**config.mk**
```make
export PLATFORM = sky130hd
export DESIGN_NAME = region_dir
export DESIGN_NICKNAME = d
export VERILOG_FILES = /design/src/rtl/rdir_pkg.sv /design/src/rtl/rdir_fifo.sv /design/src/rtl/rdir_tags.sv /design/src/rtl/rdir_ptrk.sv /design/src/rtl/region_dir.sv
export SDC_FILE = /design/constraint.sdc
export NUM_CORES = 2
export LEC_CHECK = 0
export CORE_UTILIZATION = 50
export CTS_CLUSTER_DIAMETER = 60
export DETAILED_ROUTE_END_ITERATION = 10
export GPL_TIMING_DRIVEN = 0
export HOLD_SLACK_MARGIN = 0.15
export PLACE_DENSITY = 0.62
export SLEW_MARGIN = 25
export SYNTH_ARGS = -nofsm -noshare
export SYNTH_HDL_FRONTEND = slang
export SYNTH_HIERARCHICAL = 1
export SYNTH_SLANG_ARGS = --single-unit
```
**constraint.sdc**
```tcl
create_clock -name clk_i -period 6.05 [get_ports clk_i]
set_input_delay 0.605 -clock clk_i [delete_from_list [all_inputs] [get_ports clk_i]]
set_output_delay 0.605 -clock clk_i [all_outputs]
set_load 0.01 [all_outputs]
```
**src/rtl/rdir_pkg.sv**
```systemverilog
package rdir_pkg;
  typedef enum logic [1:0] {
    RS_INV = 2'b00,
    RS_SHR = 2'b01,
    RS_PRV = 2'b10
  } rstate_e;

  typedef enum logic [1:0] {
    F_IDLE = 2'b00,
    F_LOOK = 2'b01,
    F_WAIT = 2'b10
  } fsm_e;
endpackage

```
**src/rtl/rdir_fifo.sv**
```systemverilog
module rdir_fifo #(
  parameter int W     = 8,
  parameter int DEPTH = 32,
  localparam int PW   = (DEPTH > 1) ? $clog2(DEPTH) : 1
) (
  input  logic         clk_i,
  input  logic         rst_ni,
  input  logic         push_i,
  input  logic [W-1:0] din_i,
  output logic         full_o,
  input  logic         pop_i,
  output logic         empty_o,
  output logic [W-1:0] dout_o
);
  logic [W-1:0] mem_q [DEPTH];
  logic [PW-1:0] wp_q, rp_q;
  logic [PW:0]   cnt_q;
  logic          do_push, do_pop;

  assign full_o  = (cnt_q == (PW+1)'(DEPTH));
  assign empty_o = (cnt_q == '0);
  assign dout_o  = mem_q[rp_q];
  assign do_push = push_i && !full_o;
  assign do_pop  = pop_i && !empty_o;

  always_ff @(posedge clk_i) begin
    if (do_push) mem_q[wp_q] <= din_i;
  end

  always_ff @(posedge clk_i or negedge rst_ni) begin
    if (!rst_ni) begin
      wp_q  <= '0;
      rp_q  <= '0;
      cnt_q <= '0;
    end else begin
      if (do_push) wp_q <= (wp_q == PW'(DEPTH-1)) ? '0 : wp_q + 1'b1;
      if (do_pop)  rp_q <= (rp_q == PW'(DEPTH-1)) ? '0 : rp_q + 1'b1;
      case ({do_push, do_pop})
        2'b10:   cnt_q <= cnt_q + 1'b1;
        2'b01:   cnt_q <= cnt_q - 1'b1;
        default: cnt_q <= cnt_q;
      endcase
    end
  end
endmodule

```
**src/rtl/rdir_tags.sv**
```systemverilog
module rdir_tags
  import rdir_pkg::*;
#(
  parameter int SETS  = 16,
  parameter int WAYS  = 2,
  parameter int TAG_W = 26,
  localparam int SET_W = (SETS > 1) ? $clog2(SETS) : 1,
  localparam int WAY_W = (WAYS > 1) ? $clog2(WAYS) : 1
) (
  input  logic             clk_i,
  input  logic             rst_ni,
  input  logic [SET_W-1:0] lk_set_i,
  input  logic [TAG_W-1:0] lk_tag_i,
  output logic             hit_o,
  output logic [WAY_W-1:0] hit_way_o,
  output rstate_e          hit_st_o,
  output logic [1:0]       hit_pres_o,
  output logic             free_o,
  output logic [WAY_W-1:0] free_way_o,
  output logic [WAY_W-1:0] vic_way_o,
  output logic [TAG_W-1:0] vic_tag_o,
  output logic [1:0]       vic_pres_o,
  input  logic             we_i,
  input  logic [WAY_W-1:0] wr_way_i,
  input  logic [TAG_W-1:0] wr_tag_i,
  input  rstate_e          wr_st_i,
  input  logic [1:0]       wr_pres_i,
  input  logic             rr_adv_i
);
  logic [TAG_W-1:0] tag_q  [SETS][WAYS];
  rstate_e          st_q   [SETS][WAYS];
  logic [1:0]       pres_q [SETS][WAYS];
  logic [WAY_W-1:0] rr_q   [SETS];

  // lowest matching / lowest free way wins
  always_comb begin
    hit_o      = 1'b0;
    hit_way_o  = '0;
    free_o     = 1'b0;
    free_way_o = '0;
    for (int w = WAYS-1; w >= 0; w--) begin
      if (st_q[lk_set_i][w] != RS_INV && tag_q[lk_set_i][w] == lk_tag_i) begin
        hit_o     = 1'b1;
        hit_way_o = WAY_W'(w);
      end
      if (st_q[lk_set_i][w] == RS_INV) begin
        free_o     = 1'b1;
        free_way_o = WAY_W'(w);
      end
    end
  end

  assign hit_st_o   = st_q[lk_set_i][hit_way_o];
  assign hit_pres_o = pres_q[lk_set_i][hit_way_o];
  assign vic_way_o  = rr_q[lk_set_i];
  assign vic_tag_o  = tag_q[lk_set_i][vic_way_o];
  assign vic_pres_o = pres_q[lk_set_i][vic_way_o];

  always_ff @(posedge clk_i or negedge rst_ni) begin
    if (!rst_ni) begin
      for (int s = 0; s < SETS; s++) begin
        rr_q[s] <= '0;
        for (int w = 0; w < WAYS; w++) begin
          tag_q[s][w]  <= '0;
          st_q[s][w]   <= RS_INV;
          pres_q[s][w] <= '0;
        end
      end
    end else begin
      if (we_i) begin
        tag_q[lk_set_i][wr_way_i]  <= wr_tag_i;
        st_q[lk_set_i][wr_way_i]   <= wr_st_i;
        pres_q[lk_set_i][wr_way_i] <= wr_pres_i;
      end
      if (rr_adv_i)
        rr_q[lk_set_i] <= (rr_q[lk_set_i] == WAY_W'(WAYS-1)) ? '0 : rr_q[lk_set_i] + 1'b1;
    end
  end
endmodule

```
**src/rtl/rdir_ptrk.sv**
```systemverilog
module rdir_ptrk #(
  parameter int N  = 4,
  localparam int IW = (N > 1) ? $clog2(N) : 1
) (
  input  logic          clk_i,
  input  logic          rst_ni,
  input  logic          alloc_i,
  input  logic [1:0]    alloc_mask_i,
  output logic [IW-1:0] new_id_o,
  input  logic          ack_valid_i,
  input  logic          ack_cl_i,
  input  logic [IW-1:0] ack_id_i,
  input  logic [IW-1:0] qry_id_i,
  output logic          busy_o
);
  logic [1:0]    mask_q [N];
  logic [IW-1:0] nxt_q;

  assign new_id_o = nxt_q;
  assign busy_o   = |mask_q[qry_id_i];

  always_ff @(posedge clk_i or negedge rst_ni) begin
    if (!rst_ni) begin
      nxt_q <= '0;
      for (int i = 0; i < N; i++) mask_q[i] <= '0;
    end else begin
      if (ack_valid_i) mask_q[ack_id_i][ack_cl_i] <= 1'b0;
      if (alloc_i) begin
        mask_q[nxt_q] <= alloc_mask_i;
        nxt_q <= (nxt_q == IW'(N-1)) ? '0 : nxt_q + 1'b1;
      end
    end
  end
endmodule

```
**src/rtl/region_dir.sv**
```systemverilog
module region_dir
  import rdir_pkg::*;
#(
  parameter int ADDR_W       = 40,
  parameter int REGION_BYTES = 1024,
  parameter int SETS         = 16,
  parameter int WAYS         = 2,
  parameter int QDEPTH       = 32,
  parameter int TID_W        = 5,
  parameter int PT_N         = 4,
  localparam int OFF_W = $clog2(REGION_BYTES),
  localparam int RGN_W = ADDR_W - OFF_W,
  localparam int PID_W = (PT_N > 1) ? $clog2(PT_N) : 1
) (
  input  logic             clk_i,
  input  logic             rst_ni,
  input  logic             req_valid_i,
  output logic             req_ready_o,
  input  logic             req_cl_i,
  input  logic             req_excl_i,
  input  logic [RGN_W-1:0] req_rgn_i,
  input  logic [TID_W-1:0] req_tid_i,
  output logic             prb_valid_o,
  output logic [1:0]       prb_dst_o,
  output logic             prb_inv_o,
  output logic [RGN_W-1:0] prb_rgn_o,
  output logic [PID_W-1:0] prb_id_o,
  input  logic             ack_valid_i,
  input  logic             ack_cl_i,
  input  logic [PID_W-1:0] ack_id_i,
  output logic             rsp_valid_o,
  output logic             rsp_cl_o,
  output logic             rsp_excl_o,
  output logic [TID_W-1:0] rsp_tid_o
);
  localparam int SET_W = (SETS > 1) ? $clog2(SETS) : 1;
  localparam int WAY_W = (WAYS > 1) ? $clog2(WAYS) : 1;
  localparam int TAG_W = RGN_W - SET_W;
  localparam int QW    = 2 + RGN_W + TID_W;

  fsm_e fsm_q;

  // request queue
  logic          q_full, q_empty, q_pop;
  logic [QW-1:0] q_dout;

  rdir_fifo #(.W(QW), .DEPTH(QDEPTH)) u_q (
    .clk_i, .rst_ni,
    .push_i (req_valid_i),
    .din_i  ({req_cl_i, req_excl_i, req_rgn_i, req_tid_i}),
    .full_o (q_full),
    .pop_i  (q_pop),
    .empty_o(q_empty),
    .dout_o (q_dout)
  );
  assign req_ready_o = !q_full;
  assign q_pop       = (fsm_q == F_IDLE) && !q_empty;

  // transaction in service
  logic             cur_cl, cur_excl;
  logic [RGN_W-1:0] cur_rgn;
  logic [TID_W-1:0] cur_tid;
  logic [PID_W-1:0] cur_pid;
  logic [SET_W-1:0] cur_set;
  logic [TAG_W-1:0] cur_tag;
  assign cur_set = cur_rgn[SET_W-1:0];
  assign cur_tag = cur_rgn[RGN_W-1:SET_W];

  // tag store
  logic             t_hit, t_free, t_we, t_rr_adv;
  logic [WAY_W-1:0] t_hit_way, t_free_way, t_vic_way, t_wr_way;
  rstate_e          t_hit_st, t_wr_st;
  logic [1:0]       t_hit_pres, t_vic_pres, t_wr_pres;
  logic [TAG_W-1:0] t_vic_tag;

  rdir_tags #(.SETS(SETS), .WAYS(WAYS), .TAG_W(TAG_W)) u_tags (
    .clk_i, .rst_ni,
    .lk_set_i  (cur_set),
    .lk_tag_i  (cur_tag),
    .hit_o     (t_hit),
    .hit_way_o (t_hit_way),
    .hit_st_o  (t_hit_st),
    .hit_pres_o(t_hit_pres),
    .free_o    (t_free),
    .free_way_o(t_free_way),
    .vic_way_o (t_vic_way),
    .vic_tag_o (t_vic_tag),
    .vic_pres_o(t_vic_pres),
    .we_i      (t_we),
    .wr_way_i  (t_wr_way),
    .wr_tag_i  (cur_tag),
    .wr_st_i   (t_wr_st),
    .wr_pres_i (t_wr_pres),
    .rr_adv_i  (t_rr_adv)
  );

  // probe tracking
  logic             pt_alloc, pt_busy;
  logic [PID_W-1:0] pt_new_id;

  // decision for the transaction in F_LOOK
  logic             d_need, d_inv;
  logic [1:0]       d_dst, d_pres, req_bit, oth_bit;
  logic [WAY_W-1:0] d_way;
  rstate_e          d_st;
  logic [RGN_W-1:0] d_prgn;
  logic             oth_has;

  rdir_ptrk #(.N(PT_N)) u_ptrk (
    .clk_i, .rst_ni,
    .alloc_i     (pt_alloc),
    .alloc_mask_i(d_dst),
    .new_id_o    (pt_new_id),
    .ack_valid_i,
    .ack_cl_i,
    .ack_id_i,
    .qry_id_i    (cur_pid),
    .busy_o      (pt_busy)
  );

  assign req_bit = cur_cl ? 2'b10 : 2'b01;
  assign oth_bit = cur_cl ? 2'b01 : 2'b10;
  assign oth_has = |(t_hit_pres & oth_bit);

  always_comb begin
    d_need = 1'b0;
    d_inv  = 1'b1;
    d_dst  = oth_bit;
    d_prgn = cur_rgn;
    d_st   = cur_excl ? RS_PRV : RS_SHR;
    d_pres = req_bit;
    d_way  = t_free_way;
    if (t_hit) begin
      d_way = t_hit_way;
      if (cur_excl) begin
        d_need = oth_has;
      end else begin
        d_need = oth_has && (t_hit_st == RS_PRV);
        d_inv  = 1'b0;
        d_pres = req_bit | (oth_has ? oth_bit : 2'b00);
      end
    end else if (!t_free) begin
      // full set: invalidate every holder of the round-robin victim
      d_need = 1'b1;
      d_dst  = t_vic_pres;
      d_way  = t_vic_way;
      d_prgn = {t_vic_tag, cur_set};
    end
  end

  logic             pend_wr;
  logic [WAY_W-1:0] pend_way;
  rstate_e          pend_st;
  logic [1:0]       pend_pres;

  assign pend_wr   = (fsm_q == F_WAIT) && !pt_busy;
  assign t_we      = ((fsm_q == F_LOOK) && !d_need) || pend_wr;
  assign t_wr_way  = (fsm_q == F_LOOK) ? d_way  : pend_way;
  assign t_wr_st   = (fsm_q == F_LOOK) ? d_st   : pend_st;
  assign t_wr_pres = (fsm_q == F_LOOK) ? d_pres : pend_pres;
  assign t_rr_adv  = (fsm_q == F_LOOK) && !t_hit && !t_free;
  assign pt_alloc  = (fsm_q == F_LOOK) && d_need;

  always_ff @(posedge clk_i or negedge rst_ni) begin
    if (!rst_ni) begin
      fsm_q       <= F_IDLE;
      cur_cl      <= 1'b0;
      cur_excl    <= 1'b0;
      cur_rgn     <= '0;
      cur_tid     <= '0;
      cur_pid     <= '0;
      pend_way    <= '0;
      pend_st     <= RS_INV;
      pend_pres   <= '0;
      prb_valid_o <= 1'b0;
      prb_dst_o   <= '0;
      prb_inv_o   <= 1'b0;
      prb_rgn_o   <= '0;
      prb_id_o    <= '0;
      rsp_valid_o <= 1'b0;
      rsp_cl_o    <= 1'b0;
      rsp_excl_o  <= 1'b0;
      rsp_tid_o   <= '0;
    end else begin
      prb_valid_o <= 1'b0;
      rsp_valid_o <= 1'b0;
      case (fsm_q)
        F_IDLE: if (!q_empty) begin
          {cur_cl, cur_excl, cur_rgn, cur_tid} <= q_dout;
          fsm_q <= F_LOOK;
        end
        F_LOOK: begin
          pend_way  <= d_way;
          pend_st   <= d_st;
          pend_pres <= d_pres;
          if (d_need) begin
            prb_valid_o <= 1'b1;
            prb_dst_o   <= d_dst;
            prb_inv_o   <= d_inv;
            prb_rgn_o   <= d_prgn;
            prb_id_o    <= pt_new_id;
            cur_pid     <= pt_new_id;
            fsm_q       <= F_WAIT;
          end else begin
            rsp_valid_o <= 1'b1;
            rsp_cl_o    <= cur_cl;
            rsp_excl_o  <= cur_excl;
            rsp_tid_o   <= cur_tid;
            fsm_q       <= F_IDLE;
          end
        end
        F_WAIT: if (!pt_busy) begin
          rsp_valid_o <= 1'b1;
          rsp_cl_o    <= cur_cl;
          rsp_excl_o  <= cur_excl;
          rsp_tid_o   <= cur_tid;
          fsm_q       <= F_IDLE;
        end
        default: fsm_q <= F_IDLE;
      endcase
    end
  end
endmodule

```
==> reports/results.ini <==
[yosys]
yosysUniqueCellTypes=88
synth_top_area_share_pct=36.6
synth-seq-cells=2274
netlist_instances=5522
netlist_area_um2=97100
synth.area.top_cells=edfxtp_1, dfrtp_1, mux2_2, mux4_2, mux2i_1
synthArstFlopShare_pct=47.9
synth_ff_type=edfxtp_1
avgSynthCellArea_um2=17.6
synth_edf_count=1184
synth_area_leader_cell=edfxtp_1
ys_seq_area_share_pct=64.7
yosysWarnings=6
synth_fp_nets=5587

[clocking]
cts_buffer_depth=3
clk_latency_ps=900
cts_root_buffer=clkbuf_16
tritoncts=built
cts.reportedPaths.clkPinSlew_ps=70
htreeDepth=4
cts_made_buffers=236
cts_sinks=2274

[timing]
setup_violations=862
slew-limit-headroom_pct=19.8
slew_viol_final=0
skew_ps=51.7
tns_ps=-70580
setup_ws_ps=-203
holdWs_ps=208
max_freq_mhz=160
period_share_pct=103
period_minus_slack_ps=6250
tightest_slew_ps=1200
rsz0062_at_grt=yes
final_hold_viol_count=0

[hold_path]
min_from=req_rgn_i[23]
hold_end=u_q/mem_q[12][28]$_DFFE_PP_
hold_depth=1
hold_class=input pin to flop

[worst_setup_path]
cp_data_required_time_ps=6810
r2r_cells=22
cp-end-kind=flop
worstReg2RegEnd=u_tags/st_q[57]$_DFFE_PN0P_
worstSetupPathType=flop to flop
r2r_slack_ps=-200
start_kind=flop
crit_fanout=10
arrival_ps=7010
reg2reg_from=cur_rgn[2]$_DFFE_PN0P_

[routing]
drc=0
first_pass_iters=9
first_iter_violations=6266
ant_nets=0
dr_total_vias=56900
totalWireLength_um=329000
vias_per_cell=6.51
wl_per_cell_um=37.6

[power]
p_sw_mw=24.6
p_leak_nw=44.0
p_clk_share_pct=22.5
seqPwrFrac_pct=34.1
p_int_mw=39.8
combinationalPowerShare_pct=43.4
ir_drop_mv=0.326
p_sw_share_pct=38.2
powerDensity_nw_per_um2=567

[final_layout]
drive_above_1_share_pct=40.1
fillCellCount=14400
final_common_cell=edfxtp_1
syn_to_final_growth_pct=17.1
nets=6074
final_cells=8747
final_cell_mix=edfxtp_1, dfrtp_1, mux2_2, mux4_2, mux2i_1
fin_util_pct=59.0

[outcome]
violations=negative setup slack
status=finished, violations left

[floorplanning]
io_pins=89
initial_core_util_pct=50.4
die_area_um2=196000
die_h_um=443
core_um2=193000
rows=161
die_w_um=443

[place]
place_hpwl_um=219000
numPlacedInstances=8222
dp_slack_ps=-3100
io_buffers=88
place.gp.congestion=0.997

[grt]
grt_max_degree=137
antenna_found_initial=18
grt_pass1_vias=57000
grt_pass1_wl_um=455000
grt-ovfl-total=0
grt_usage_pct=33.6

[run]
drv_cap=0

-- worst max-delay path, cell delays in order (launching register included) --
cell and delay (ps):
dfrtp_2 370, buf_6 180, buf_8 220, buf_12 220, buf_6 260, buf_6 260, mux2i_1 210, mux2i_1 130
xnor2_2 550, nand4_1 490, a211oi_4 370, buf_4 180, o2111ai_4 210, buf_6 220, mux2_4 310, nand2b_4 90
a21oi_4 70, a21oi_4 210, a22o_4 190, nand3_1 160, nor2_1 340, buf_4 390, mux2_2 380
-- cells in the mapped netlist (6+ instances only) --
master    instances
buf_1            40
o211ai_1          6
a22oi_1         148
ha_1             20
o22ai_1          16
mux4_2          480
mux2_4           11
nand4_1           8
mux2i_1         306
nor2_1          128
a31o_2           13
nor2b_1          20
xnor2_1          32
mux2_2         1063
a31oi_1           6
nand2b_1         12
and2_1           10
a211oi_1          6
nand3b_1          6
buf_2           108
buf_4            42
a22o_1            6
xor2_1           27
buf_6            15
edfxtp_1       1184
a221oi_1         11
o21ai_0          38
and3_1           12
or2_2            10
o221ai_1         72
nand2_1         111
inv_1            27
dfrtp_1        1090
a21oi_1          92
clkbuf_1        228
nand3_1          17
o31ai_1           6
-- registers in the layout (all words and copies together), names as in the netlist, 2 cells and up --
name,count
cur_pid,2
cur_rgn,30
cur_tid,5
fsm_q,2
pend_pres,2
pend_st,2
prb_dst_o,2
prb_rgn_o,30
rsp_tid_o,5
u_ptrk/mask_q,8
u_ptrk/new_id_o,2
u_q/cnt_q,6
u_q/mem_q,1184
u_q/rp_q,5
u_q/wp_q,5
u_tags/pres_q,64
u_tags/rr_q,16
u_tags/st_q,64
u_tags/tag_q,832
-- metrics by stage --
step | instance area [µm²] | power (mW)
floorplan | 97100 | 36.8
global placement | 101000 | 47.1
detailed placement | 104000 | 47.7
CTS | 114000 | 63.9
global route | 114000 | 66.2
finish | 114000 | 64.5
-- worst max-delay path by stage --
stage	startpoint	end
detailed placement	cur_rgn[3]$_DFFE_PN0P_	u_tags/tag_q[461]$_DFFE_PN0P_
global route	cur_rgn[0]$_DFFE_PN0P_	u_tags/st_q[56]$_DFFE_PN0P_
global placement	rst_ni	u_tags/tag_q[662]$_DFFE_PN0P_
CTS	cur_rgn[0]$_DFFE_PN0P_	u_tags/tag_q[250]$_DFFE_PN0P_
finish	cur_rgn[2]$_DFFE_PN0P_	u_tags/st_q[57]$_DFFE_PN0P_
floorplan	cur_rgn[0]$_DFFE_PN0P_	u_tags/pres_q[34]$_DFFE_PN0P_
-- cell families after synthesis --
kind of cell	Yosys count	synth area share (%)
muxes	1867	26.9
xor gates and xnor gates	59	0.532
adders and majority gates	21	0.278
AOI/OAI and AO/OA	462	3.46
and+or+nand+nor	374	1.86
buffers and inverters	465	2.24
DFF	2274	64.7
-- routing by layer --
metal / share of wire [%] / vias to the layer above / global-route usage [%]
li1: - / 22700 / -
met3: 7.3 / 781 / 6.16
met1: 38 / 30700 / 43.1
met5: 0.023 / - / 0
met4: 6.8 / 12 / 19.8
met2: 48 / 2730 / 53.9
-- power by group through the flow --
| stage | clock network [mW] | logic, mW | registers, mW |
|---|---|---|---|
| after floorplan | 0 | 15.5 | 21.3 |
| after global placement | 0 | 24.9 | 22.2 |
| after detailed placement | 0 | 25.6 | 22.1 |
| after CTS | 14.7 | 27.3 | 21.8 |
| after global routing | 15.3 | 28.6 | 22.3 |
| final | 14.5 | 28.0 | 22.0 |
-- repair_timing --
| item | in CTS | in global routing |
|---|---|---|
| cloned | 4 | 1 |
| setup buffers | 70 | 1 |
| hold endpoints to repair | 99 | 0 |
| gates resized for setup | 383 | 63 |
| endpoints found under the setup margin | 1034 | 942 |
| hold buffers | 1 | 0 |
| pin swaps | 12 | 9 |
-- layout make-up --
type	count	area [µm²]	share of cell area, %
antenna	6	15.0	0.0132
multi-input combinational	2783	32800	28.9
sequential	2274	62800	55.3
inverter	31	135	0.119
clock inverter	104	1070	0.946
buffer	432	3310	2.91
tap	2526	3160	2.78
timing repair buffer	251	3620	3.19
clock buffer	340	6690	5.89
(Power assumes the default switching activity.)
